**src/rtl/orflip_pkg.sv**
```systemverilog
package orflip_pkg;

  typedef enum logic [1:0] {
    ST_IDLE = 2'd0,
    ST_SCAN = 2'd1,
    ST_DONE = 2'd2
  } scanState_t;

  typedef struct packed {
    logic load;
    logic step;
  } ctlStrobes_t;

endpackage

```
**src/rtl/orflip_ctrl.sv**
```systemverilog
module orflip_ctrl
  import orflip_pkg::*;
(
  input  logic        clk,
  input  logic        rstN,
  input  logic        start,
  input  logic        anyOne,
  input  logic        lastBit,
  output ctlStrobes_t strobes,
  output logic        busy,
  output logic        done
);

  scanState_t state, nextState;

  always_ff @(posedge clk) begin
    if (!rstN) state <= ST_IDLE;
    else       state <= nextState;
  end

  always_comb begin
    nextState    = state;
    strobes.load = 1'b0;
    strobes.step = 1'b0;
    unique case (state)
      ST_IDLE: begin
        if (start) begin
          strobes.load = 1'b1;
          nextState    = anyOne ? ST_SCAN : ST_DONE;
        end
      end
      ST_SCAN: begin
        strobes.step = 1'b1;
        if (lastBit) nextState = ST_DONE;
      end
      ST_DONE: nextState = ST_IDLE;
      default: nextState = ST_IDLE;
    endcase
  end

  assign busy = (state != ST_IDLE);
  assign done = (state == ST_DONE);

endmodule

```
**src/rtl/orflip_datapath.sv**
```systemverilog
module orflip_datapath
  import orflip_pkg::*;
#(
  parameter int WIDTH = 32
) (
  input  logic                           clk,
  input  logic                           rstN,
  input  ctlStrobes_t                    strobes,
  input  logic [WIDTH-1:0]               opA,
  input  logic [WIDTH-1:0]               opB,
  input  logic [WIDTH-1:0]               opC,
  output logic                           anyOne,
  output logic                           lastBit,
  output logic [$clog2(2*WIDTH+1)-1:0]   flipCount
);

  localparam int IDX_W = (WIDTH > 1) ? $clog2(WIDTH) : 1;
  localparam int CNT_W = $clog2(2*WIDTH+1);

  logic [WIDTH-1:0] aReg, bReg, cReg;
  logic [IDX_W-1:0] idx;
  logic [IDX_W-1:0] msbIdx;
  logic [WIDTH-1:0] orAll;
  logic [CNT_W-1:0] countReg;
  logic [1:0]       bitCost;

  // highest set bit of the OR of the incoming operands
  assign orAll  = opA | opB | opC;
  assign anyOne = |orAll;

  always_comb begin
    msbIdx = '0;
    for (int i = 0; i < WIDTH; i++) begin
      if (orAll[i]) msbIdx = IDX_W'(i);
    end
  end

  // cost of the position currently under the scan pointer
  always_comb begin
    if (!cReg[idx]) bitCost = {1'b0, aReg[idx]} + {1'b0, bReg[idx]};
    else            bitCost = {1'b0, ~(aReg[idx] | bReg[idx])};
  end

  assign lastBit = (idx == '0);

  always_ff @(posedge clk) begin
    if (!rstN) begin
      aReg     <= '0;
      bReg     <= '0;
      cReg     <= '0;
      idx      <= '0;
      countReg <= '0;
    end else if (strobes.load) begin
      aReg     <= opA;
      bReg     <= opB;
      cReg     <= opC;
      idx      <= msbIdx;
      countReg <= '0;
    end else if (strobes.step) begin
      countReg <= countReg + CNT_W'(bitCost);
      if (!lastBit) idx <= idx - 1'b1;
    end
  end

  assign flipCount = countReg;

endmodule

```
**src/rtl/orflip_counter.sv**
```systemverilog
module orflip_counter
  import orflip_pkg::*;
#(
  parameter int WIDTH = 32
) (
  input  logic                         clk,
  input  logic                         rstN,
  input  logic                         start,
  input  logic [WIDTH-1:0]             opA,
  input  logic [WIDTH-1:0]             opB,
  input  logic [WIDTH-1:0]             opC,
  output logic                         busy,
  output logic                         done,
  output logic [$clog2(2*WIDTH+1)-1:0] flipCount
);

  ctlStrobes_t strobes;
  logic        anyOne;
  logic        lastBit;

  orflip_ctrl ctrlInst (
    .clk     (clk),
    .rstN    (rstN),
    .start   (start),
    .anyOne  (anyOne),
    .lastBit (lastBit),
    .strobes (strobes),
    .busy    (busy),
    .done    (done)
  );

  orflip_datapath #(.WIDTH(WIDTH)) dpInst (
    .clk       (clk),
    .rstN      (rstN),
    .strobes   (strobes),
    .opA       (opA),
    .opB       (opB),
    .opC       (opC),
    .anyOne    (anyOne),
    .lastBit   (lastBit),
    .flipCount (flipCount)
  );

endmodule

```
**config.mk**
```make
export PLATFORM = sky130hd
export DESIGN_NAME = orflip_counter
export DESIGN_NICKNAME = d
export VERILOG_FILES = /design/src/rtl/orflip_pkg.sv /design/src/rtl/orflip_ctrl.sv /design/src/rtl/orflip_datapath.sv /design/src/rtl/orflip_counter.sv
export SDC_FILE = /design/constraint.sdc
export NUM_CORES = 1
export LEC_CHECK = 0
export ABC_CLOCK_PERIOD_IN_PS = 3800
export CORE_MARGIN = 10
export CORE_UTILIZATION = 50
export CTS_CLUSTER_SIZE = 12
export DETAILED_ROUTE_END_ITERATION = 6
export HOLD_SLACK_MARGIN = 0.05
export PLACE_DENSITY = 0.78
export SYNTH_ARGS = -nofsm -noshare
export SYNTH_HDL_FRONTEND = slang
export SYNTH_SLANG_ARGS = --single-unit
```
**constraint.sdc**
```tcl
create_clock -name clk -period 3.8 [get_ports clk]
set_input_delay 1.14 -clock clk [delete_from_list [all_inputs] [get_ports clk]]
set_output_delay 1.14 -clock clk [all_outputs]
set_load 0.005 [all_outputs]
```
==> Word-level counts from Yosys, hierarchy flattened <==
Index checks and enable logic that the tools add are counted.
{ "totals": {"regBits": 110, "elab_cells": 76} }
{ "classes": {"addsub": 3, "eq_ne": 5, "reduce_logical": 8, "order_cmp": 1, "bitwise_logic": 5, "muxes": 48} }
{ "ops": {"columns": ["cell", "count"], "rows": [
  ["$mux 5", 19],
  ["$or 32x32->32", 2],
  ["$mux 4", 8],
  ["$reduce_or 32->1", 1],
  ["$bmux 1 s5", 3],
  ["$mux 2", 6],
  ["$mux 3", 4],
  ["$add 7x2->7", 1],
  ["$mux 1", 7],
  ["$lt 5x6->1 const B", 1],
  ["$logic_not 5->1", 1],
  ["$sub 5x1->5 const B", 1],
  ["$ne 2x2->1 const B", 2],
  ["$pmux 2 s2", 1],
  ["$reduce_and 2->1", 2],
  ["$reduce_bool 2->1", 2],
  ["$add 1x1->2", 1],
  ["$eq 2x1->1 const B", 1],
  ["$eq 2x2->1 const B", 1],
  ["$logic_not 2->1", 1],
  ["$ne 2x1->1 const B", 1],
  ["$not 1->1", 2],
  ["$reduce_or 2->1", 1],
  ["$or 1x1->1", 1]
]} }

==> Longest topological paths before layout <==
Gate-level depths: netlist (run 1).
{ "depth": {"depth_word": 34, "mapped_depth": 15, "mapped_depth_nobuf": 13} }

==> Cells and area by module <==
Synthesis (run 1) repeated with hierarchy kept, for this count alone.
{ "unflattened": {"cells_unflattened": 561, "area_unflattened_um2": 5509.0} }
{ "by_module_without_submodules": {"columns": ["module", "area_per_inst_um2", "cells_per_inst", "instances"], "rows": [
  ["orflip_datapath", 5397.7, 547, 1],
  ["orflip_ctrl", 111.4, 14, 1]
]} }

==> Worst setup path before layout (run 1) <==
Ideal clock, no wire load.
{ "synth_path": {"path_type": "register -> register", "start": "reg dpInst.idx[1]", "end": "reg dpInst.countReg[6], in the netlist dpInst.flipCount[6]", "slack_ns": 0.456, "arrival_time_ns": 3.228, "stages_incl_launch_ff": 15, "n_path_buf": 2, "required_ns": 3.684, "path_cell_list": "dfxtp_1 buf_2 buf_1 mux4_2 mux4_2 mux2i_2 ha_1 mux2_2 ha_1 inv_1 fa_1 and4b_1 nand3_1 xor2_1 nor2_1"} }
{ "synth_between": {"elab_chain_len": 6} }
{ "synth_rtl": {"columns": ["element", "line_no", "text"], "rows": [
  ["start, declared", "orflip_datapath.sv:21", "logic [IDX_W-1:0] idx;"],
  ["start signal, assigned", "orflip_datapath.sv:57", "idx <= msbIdx;"],
  ["start signal, assigned", "orflip_datapath.sv:61", "if (!lastBit) idx <= idx - 1'b1;"],
  ["$bmux 1 s5", "orflip_datapath.sv:40, orflip_datapath.sv:41", null],
  ["$mux 1 (not written as such)", "orflip_datapath.sv:40, orflip_datapath.sv:41", null],
  ["$or 1x1->1", "orflip_datapath.sv:41", "else bitCost = {1'b0, ~(aReg[idx] | bReg[idx])};"],
  ["$not 1->1", "orflip_datapath.sv:41", null],
  ["$mux 2 *", "orflip_datapath.sv:40", "if (!cReg[idx]) bitCost = {1'b0, aReg[idx]} + {1'b0, bReg[idx]};"],
  ["$add 7x2->7 *", "orflip_datapath.sv:60", "countReg <= countReg + CNT_W'(bitCost);"],
  ["end signal, assigned", "orflip_datapath.sv:60", null],
  ["end, declared", "orflip_datapath.sv:24", "logic [CNT_W-1:0] countReg;"]
]} }
Mark *: on every way between the ends. The rest lies on a longest branch, timed or not. The select of a mux whose other input is x is not followed.
A chain may end at the register's enable or synchronous reset.

==> Worst setup path in the final report (run 1) <==
{ "layout_path": {"start": "reg dpInst.idx[0]", "end": "reg dpInst.countReg[6], in the netlist dpInst.flipCount[6]"} }
Same word-level chain as after synthesis.

==> flow_metrics.tcl, run 1 <==
set metrics [dict create \
    numCtsBuffers 9 \
    die_y_um 124.4 \
    fin_nets 863 \
    root_buffer "clkbuf_8" \
    cp_data_arrival_time_ns 3.83 \
    fmax_ghz 0.2816 \
    io_pins 108 \
    fin_ws_ns 0.2495 \
    path_max_fanout 26 \
    synthTopCellsByCount "205 x nand2_1, 110 x dfxtp_1, 104 x a21oi_1, 35 x clkbuf_1, 35 x nor3_1" \
    vias 5239 \
    rr_startpoint "dpInst.idx[0]$_SDFFE_PN0P_" \
    post-route-min-period_ns 3.551 \
    status "finished clean" \
    grt_usage_pct 20.74 \
    grt_pass1_wl_um 26720 \
    ctsHtreeMaxLevel 3 \
    yosys.area.top_type "dfxtp_1" \
    slew_headroom_pct 52.30 \
    maxCapViolations 0 \
    yosysTopAreaCellShare_pct 40.40 \
    cellPowerDensity_nw_per_um2 395.2 \
    yosys.cell_types.count 55 \
    ys_ff_latch 110 \
    antennaDiodeCount 0 \
    setup_viol 0 \
    nFillCells 952 \
    crit_cells 13 \
    cp_cell_sequence "buf_12 > mux4_1 > mux4_2 > mux2i_2 > ha_1 > mux2_2 > ha_1 > inv_1 > fa_1 > and4b_1 > nand3_1 > xor2_1 > nor2_1" \
    syn_nets 770 \
    slowest_delay_ns 0.58 \
    r2r_slack_ns 0.25 \
    routedWlPerCell_um 18.35 \
    ff_latch_area_um2 2202 \
    cts-hold-fix-buffers 0 \
    critPathCaptureType "flop" \
    p_total_uw 2714 \
    cp-start-kind "flop" \
    clock-skew-final_ns 0.01005 \
    worstPathRequired_ns 4.08 \
    area_delta_synth_final_pct 26.01 \
    slew_violations 0 \
    cts_resized 0 \
    rsz0062_at_grt "no" \
    numPortBuffers 107 \
    initial_core_util_pct 50.72 \
    worstHoldStart "dpInst.bReg[7]$_SDFFE_PN0P_" \
    synth_edf_count 0 \
    dpl.hpwl_um 12970 \
    synth.area.top_cells "dfxtp_1 40%, nand2_1 14%, a21oi_1 9.6%, mux4_1 6.3%, mux4_2 3.7%" \
    whs_path_depth 2 \
    grt_pass1_vias 5321 \
    crit_top_cell "ha_1" \
    viasPerCell 5.808 \
    die_area_um2 15480 \
    dr.first_iter.drc_count 505 \
    grt_max_degree 57 \
    ir_worst_vdd_mv 0.2491 \
    drtAntennaViolNets 0 \
    gp_congestion 0.9070 \
    finalSetupTns_ns 0 \
    yosys_warnings 0 \
    cts_setup_buffers 0 \
    drive_gt1_share_pct 7.087 \
    rows 38 \
    hp-class "flop to flop" \
    critPathLaunch "dpInst.idx[0]$_SDFFE_PN0P_" \
    synth-seq-area-share_pct 40.40 \
    synth.avg_cell_area_um2 8.208 \
    coreArea_um2 10750 \
    crit_buf_inv 2 \
    cp_slowest_cell "mux4_1" \
    firstDrtPassIters 5 \
    syn_area_um2 5450 \
    crit_family "multiplexers" \
    insertion_delay_ns 0.38 \
    syn-instance-count 664 \
    crit_type "flop to flop" \
    r2r_cells 13 \
    drt-total-wl_um 16550 \
    worst_slew_pin_slew_ns 0.7144 \
    async_flop_share_pct 0 \
    hold_viol 0 \
    clkSinkCount 110 \
    cts_tree "built" \
    p_leak_uw 0.002520 \
    clk_pin_slew_ns 0.10 \
    die_w_um 124.4 \
    synth_flop_cell "dfxtp_1" \
    post-route-drc-count 0 \
    gr-total-overflow 0 \
    pre_cts_ws_ns 0.2709 \
    multi_input_area_um2 3020 \
    yosysMostFrequentCell "nand2_1" \
    period_share_pct 93.44 \
    antenna_found_initial 0 \
    clockBufferDepth 2 \
]
==> cell type report <==
type / instances / share of cell area (%)
Clock buffer: 10 / 2.004
Clock inverter: 6 / 1.002
Inverter: 12 / 0.6559
Multi-Input combinational cell: 499 / 43.98
Sequential cell: 110 / 32.06
Tap cell: 140 / 2.551
Timing Repair Buffer: 125 / 17.74
==> layout by cell type (no fill, tap or decap), drive strengths merged, types with 2 or more instances in the layout <==
cell type / count
xnor2: 4
xor2: 3
ha: 6
and2: 5
nor3: 35
a211oi: 3
nand2b: 4
nor4: 3
buf: 18
and4b: 2
clkbuf: 10
a2bb2oi: 2
nor3b: 2
a31oi: 5
mux2: 3
dfxtp: 110
mux2i: 13
or3: 5
inv: 13
a22oi: 4
nand2: 205
clkdlybuf4s50: 107
nor2b: 4
a311oi: 2
o41ai: 3
nor2: 15
a21oi: 104
nand4: 13
nand3: 9
mux4: 22
clkinv: 3
o211ai: 5
==> where the power goes <==
part           switching (uW)  internal, uW  total [uW]
sequential               79.4          1240        1320
clock                     409           327         735
combinational             335           321         656
total                     823          1890        2710
==> per-layer routing <==
metal  up-vias  wire length [um]  GRT usage (%)  part of all wire (%)
li1       2533                 -              -                     -
met1      2445              6717          24.11                    41
met2       234              8269          36.20                    50
met3        27              1160          4.936                   7.0
met4         0               406          7.402                   2.5
met5         -                 0              0                     0
==> logic make-up after synthesis <==
group                    share of synthesized area [%]
XOR/XNOR                                         1.125
flip-flops                                       40.40
AND/OR/NAND/NOR                                  24.31
adder cells (fa/ha/maj)                          1.745
buffers and inverters                            4.316
multiplexers                                     13.13
AO/OA/AOI/OAI                                    14.97
==> worst paths after layout <==
path | end
setup / recovery | dpInst.flipCount[6]$_SDFFE_PP0P_
hold / removal | dpInst.bReg[7]$_SDFFE_PN0P_
setup reg to reg | dpInst.flipCount[6]$_SDFFE_PP0P_
hold reg to reg | dpInst.bReg[7]$_SDFFE_PN0P_
==> sequential cells by signal, summed over array words and instances (netlist names) <==
| name | flops |
|---|---|
| dpInst.aReg | 32 |
| dpInst.bReg | 32 |
| dpInst.cReg | 32 |
| dpInst.flipCount | 7 |
| dpInst.idx | 5 |
| ctrlInst.state | 2 |
==> metrics by stage <==
step | hold slack [ns] | utilization [%] | cell area (um2) | cells
floorplan | 0.4315 | - | 5450 | 664
global placement | 0.4414 | 61.99 | 6661 | 886
detailed placement | 0.4476 | 61.99 | 6661 | 886
CTS | 0.4624 | 63.91 | 6868 | 902
global route | 0.4812 | 63.91 | 6868 | 902
finish | 0.4612 | 63.91 | 6868 | 902
==> worst min-delay path, delay by kind of cell, from the launching register on <==
kind | cells | cell delay [ns]
AO/OA/AOI/OAI | 1 | 0.05
flip-flops | 1 | 0.32
AND/OR/NAND/NOR | 1 | 0.05
Power figures use the tool's default switching activity.
==> run 2, diff against run 1 <==
--- a/config.mk
+++ b/config.mk
@@ -5,13 +5,13 @@
 export SDC_FILE = /design/constraint.sdc
 export NUM_CORES = 1
 export LEC_CHECK = 0
-export ABC_CLOCK_PERIOD_IN_PS = 3800
+export ABC_CLOCK_PERIOD_IN_PS = 3100
 export CORE_MARGIN = 10
-export CORE_UTILIZATION = 50
+export CORE_UTILIZATION = 47
 export CTS_CLUSTER_SIZE = 12
 export DETAILED_ROUTE_END_ITERATION = 6
 export HOLD_SLACK_MARGIN = 0.05
-export PLACE_DENSITY = 0.78
+export PLACE_DENSITY = 0.77
 export SYNTH_ARGS = -nofsm -noshare
 export SYNTH_HDL_FRONTEND = slang
 export SYNTH_SLANG_ARGS = --single-unit
==> constraint.sdc (replaced) <==
create_clock -name clk -period 3.1 [get_ports clk]
set_input_delay 0.93 -clock clk [delete_from_list [all_inputs] [get_ports clk]]
set_output_delay 0.93 -clock clk [all_outputs]
set_load 0.005 [all_outputs]
==> flow_metrics.tcl, run 2 (synthesis results as in run 1) <==
set metrics [dict create \
    status "finished, violations left" \
    failed_checks "setup timing" \
    io_pins 108 \
    hp-class "flop to flop" \
    nFillCells 968 \
    clock-skew-final_ns 0.01022 \
    die_y_um 127.7 \
    drive_gt1_share_pct 12.28 \
    top_regs "dpInst.aReg (32), dpInst.bReg (32), dpInst.cReg (32)" \
    insertion_delay_ns 0.36 \
    vias 5386 \
    gr-total-overflow 0 \
    cp-start-kind "flop" \
    antennaDiodeCount 0 \
    met1Wirelength_um 7170 \
    viasPerCell 5.823 \
    coreArea_um2 11370 \
    top_layer "met4" \
    path_max_fanout 9 \
    fmax_ghz 0.3000 \
    rsz0062_at_grt "yes" \
    clockBufferDepth 2 \
    numPortBuffers 107 \
    die_w_um 127.7 \
    firstDrtPassIters 6 \
    final_common_cell "nand2_1" \
    slowest_delay_ns 0.53 \
    numCtsBuffers 9 \
    area_delta_synth_final_pct 31.08 \
    route.met2.wl_um 8385 \
    post-route-drc-count 0 \
    multi_input_area_um2 3022 \
    grt_pass1_wl_um 26900 \
    cp_data_arrival_time_ns 3.59 \
    crit_top_cell "mux4_2" \
    cellPowerDensity_nw_per_um2 517.9 \
    drtAntennaViolNets 0 \
    rr_startpoint "dpInst.idx[0]$_SDFFE_PN0P_" \
    fin_nets 883 \
    crit_type "flop to flop" \
    worst_slew_pin_slew_ns 0.5810 \
    fin_ws_ns -0.2335 \
    clkSinkCount 110 \
    cts_tree "built" \
    dpl.cell_count 904 \
    drt-total-wl_um 17120 \
    maxCapViolations 0 \
    hold_viol 0 \
    cts-hold-fix-buffers 0 \
    p_total_uw 3700 \
    rows 39 \
    ff_latch_area_um2 2206 \
    ir_worst_vdd_mv 0.3177 \
    clk_pin_slew_ns 0.07 \
    slew_violations 0 \
    setup_viol 6 \
    pre_cts_ws_ns -0.3043 \
    gp_congestion 0.9345 \
    ctsHtreeMaxLevel 3 \
    cp_cell_sequence "buf_12 > mux4_2 > mux4_2 > mux2i_4 > ha_1 > mux2_4 > ha_4 > inv_2 > fa_2 > and4b_1 > nand3_1 > xor2_1 > nor2_1" \
    worstPathRequired_ns 3.35 \
    routedWlPerCell_um 18.51 \
    grt_pass1_vias 5392 \
    post-route-min-period_ns 3.333 \
    antenna_found_initial 0 \
    worstHoldStart "dpInst.aReg[11]$_SDFFE_PN0P_" \
    critPathCaptureType "flop" \
    cp_slowest_cell "mux4_2" \
    slew_headroom_pct 61.21 \
    die_area_um2 16300 \
    stdcell_count 925 \
    final_cell_mix "204 x nand2_1, 109 x dfxtp_1, 107 x clkdlybuf4s50_1" \
    period_share_pct 107.5 \
    root_buffer "clkbuf_16" \
    wl_met3_um 1154 \
    grt_usage_pct 20.21 \
    critPathLaunch "dpInst.idx[0]$_SDFFE_PN0P_" \
    p_leak_uw 0.002599 \
    grt_max_degree 43 \
    dr.first_iter.drc_count 502 \
    initial_core_util_pct 47.94 \
    dpl.hpwl_um 13160 \
]
==> run 2: changes by cell type in the layout (fill, tap and decap cells not counted), sizes merged <==
cell	change
buf	+20
clkinv	+1
clkbuf	-1
==> run 2: path summary, 6_finish.rpt <==
kind	slack, ns	endpoint	cells after the start
min reg2reg	0.46	dpInst.aReg[11]$_SDFFE_PN0P_	2
max reg2reg	-0.23	dpInst.flipCount[6]$_SDFFE_PP0P_	13
max	-0.23	dpInst.flipCount[6]$_SDFFE_PP0P_	13
min	0.46	dpInst.aReg[11]$_SDFFE_PN0P_	2
==> run 2: repair_timing <==
| item | 4_1_cts | 5_1_grt |
|---|---|---|
| setup buffers | 5 | 0 |
| gates resized for setup | 6 | 6 |
| pin swaps | 1 | 0 |
| setup endpoints to repair | 6 | 6 |
==> run 2: report_power, final <==
part	switching, uW	internal [uW]
clock	551	630
sequential	93.0	1520
combinational	449	452
==> run 2: layout make-up <==
class / count / area share, %
clock buffers: 9 / 3.152
clock inverters: 7 / 1.033
inverters: 12 / 0.6305
multi-input cells: 499 / 42.29
flip-flops and latches: 110 / 30.88
well taps: 143 / 2.504
repair buffers: 145 / 19.51
==> run 2: critical path, delay by kind of cell (launching register included) <==
family        cells  cell delay (ns)
buf+inv           2             0.19
simple gates      3             0.38
mux               4             1.52
fa+ha+maj         3             0.64
xor+xnor          1             0.14
flops             1             0.37
==> run 2: through the flow <==
step / hold slack, ns / area [um2] / setup TNS, ns / util, %
2_1_floorplan: 0.4315 / 5444 / -0.2516 / -
3_3_place_gp: 0.4418 / 6793 / -0.6996 / 59.74
3_5_place_dp: 0.4462 / 6793 / -1.190 / 59.74
4_1_cts: 0.4565 / 7134 / -0.7391 / 62.75
5_1_grt: 0.4761 / 7144 / -1.351 / 62.84
6_report: 0.4556 / 7144 / -0.7613 / 62.84
==> run 2: metal layers <==
metal | vias up | GRT usage [%]
li1 | 2553 | -
met5 | - | 0
met3 | 33 | 3.557
met2 | 235 | 33.70
met4 | 0 | 8.278
met1 | 2565 | 25.26
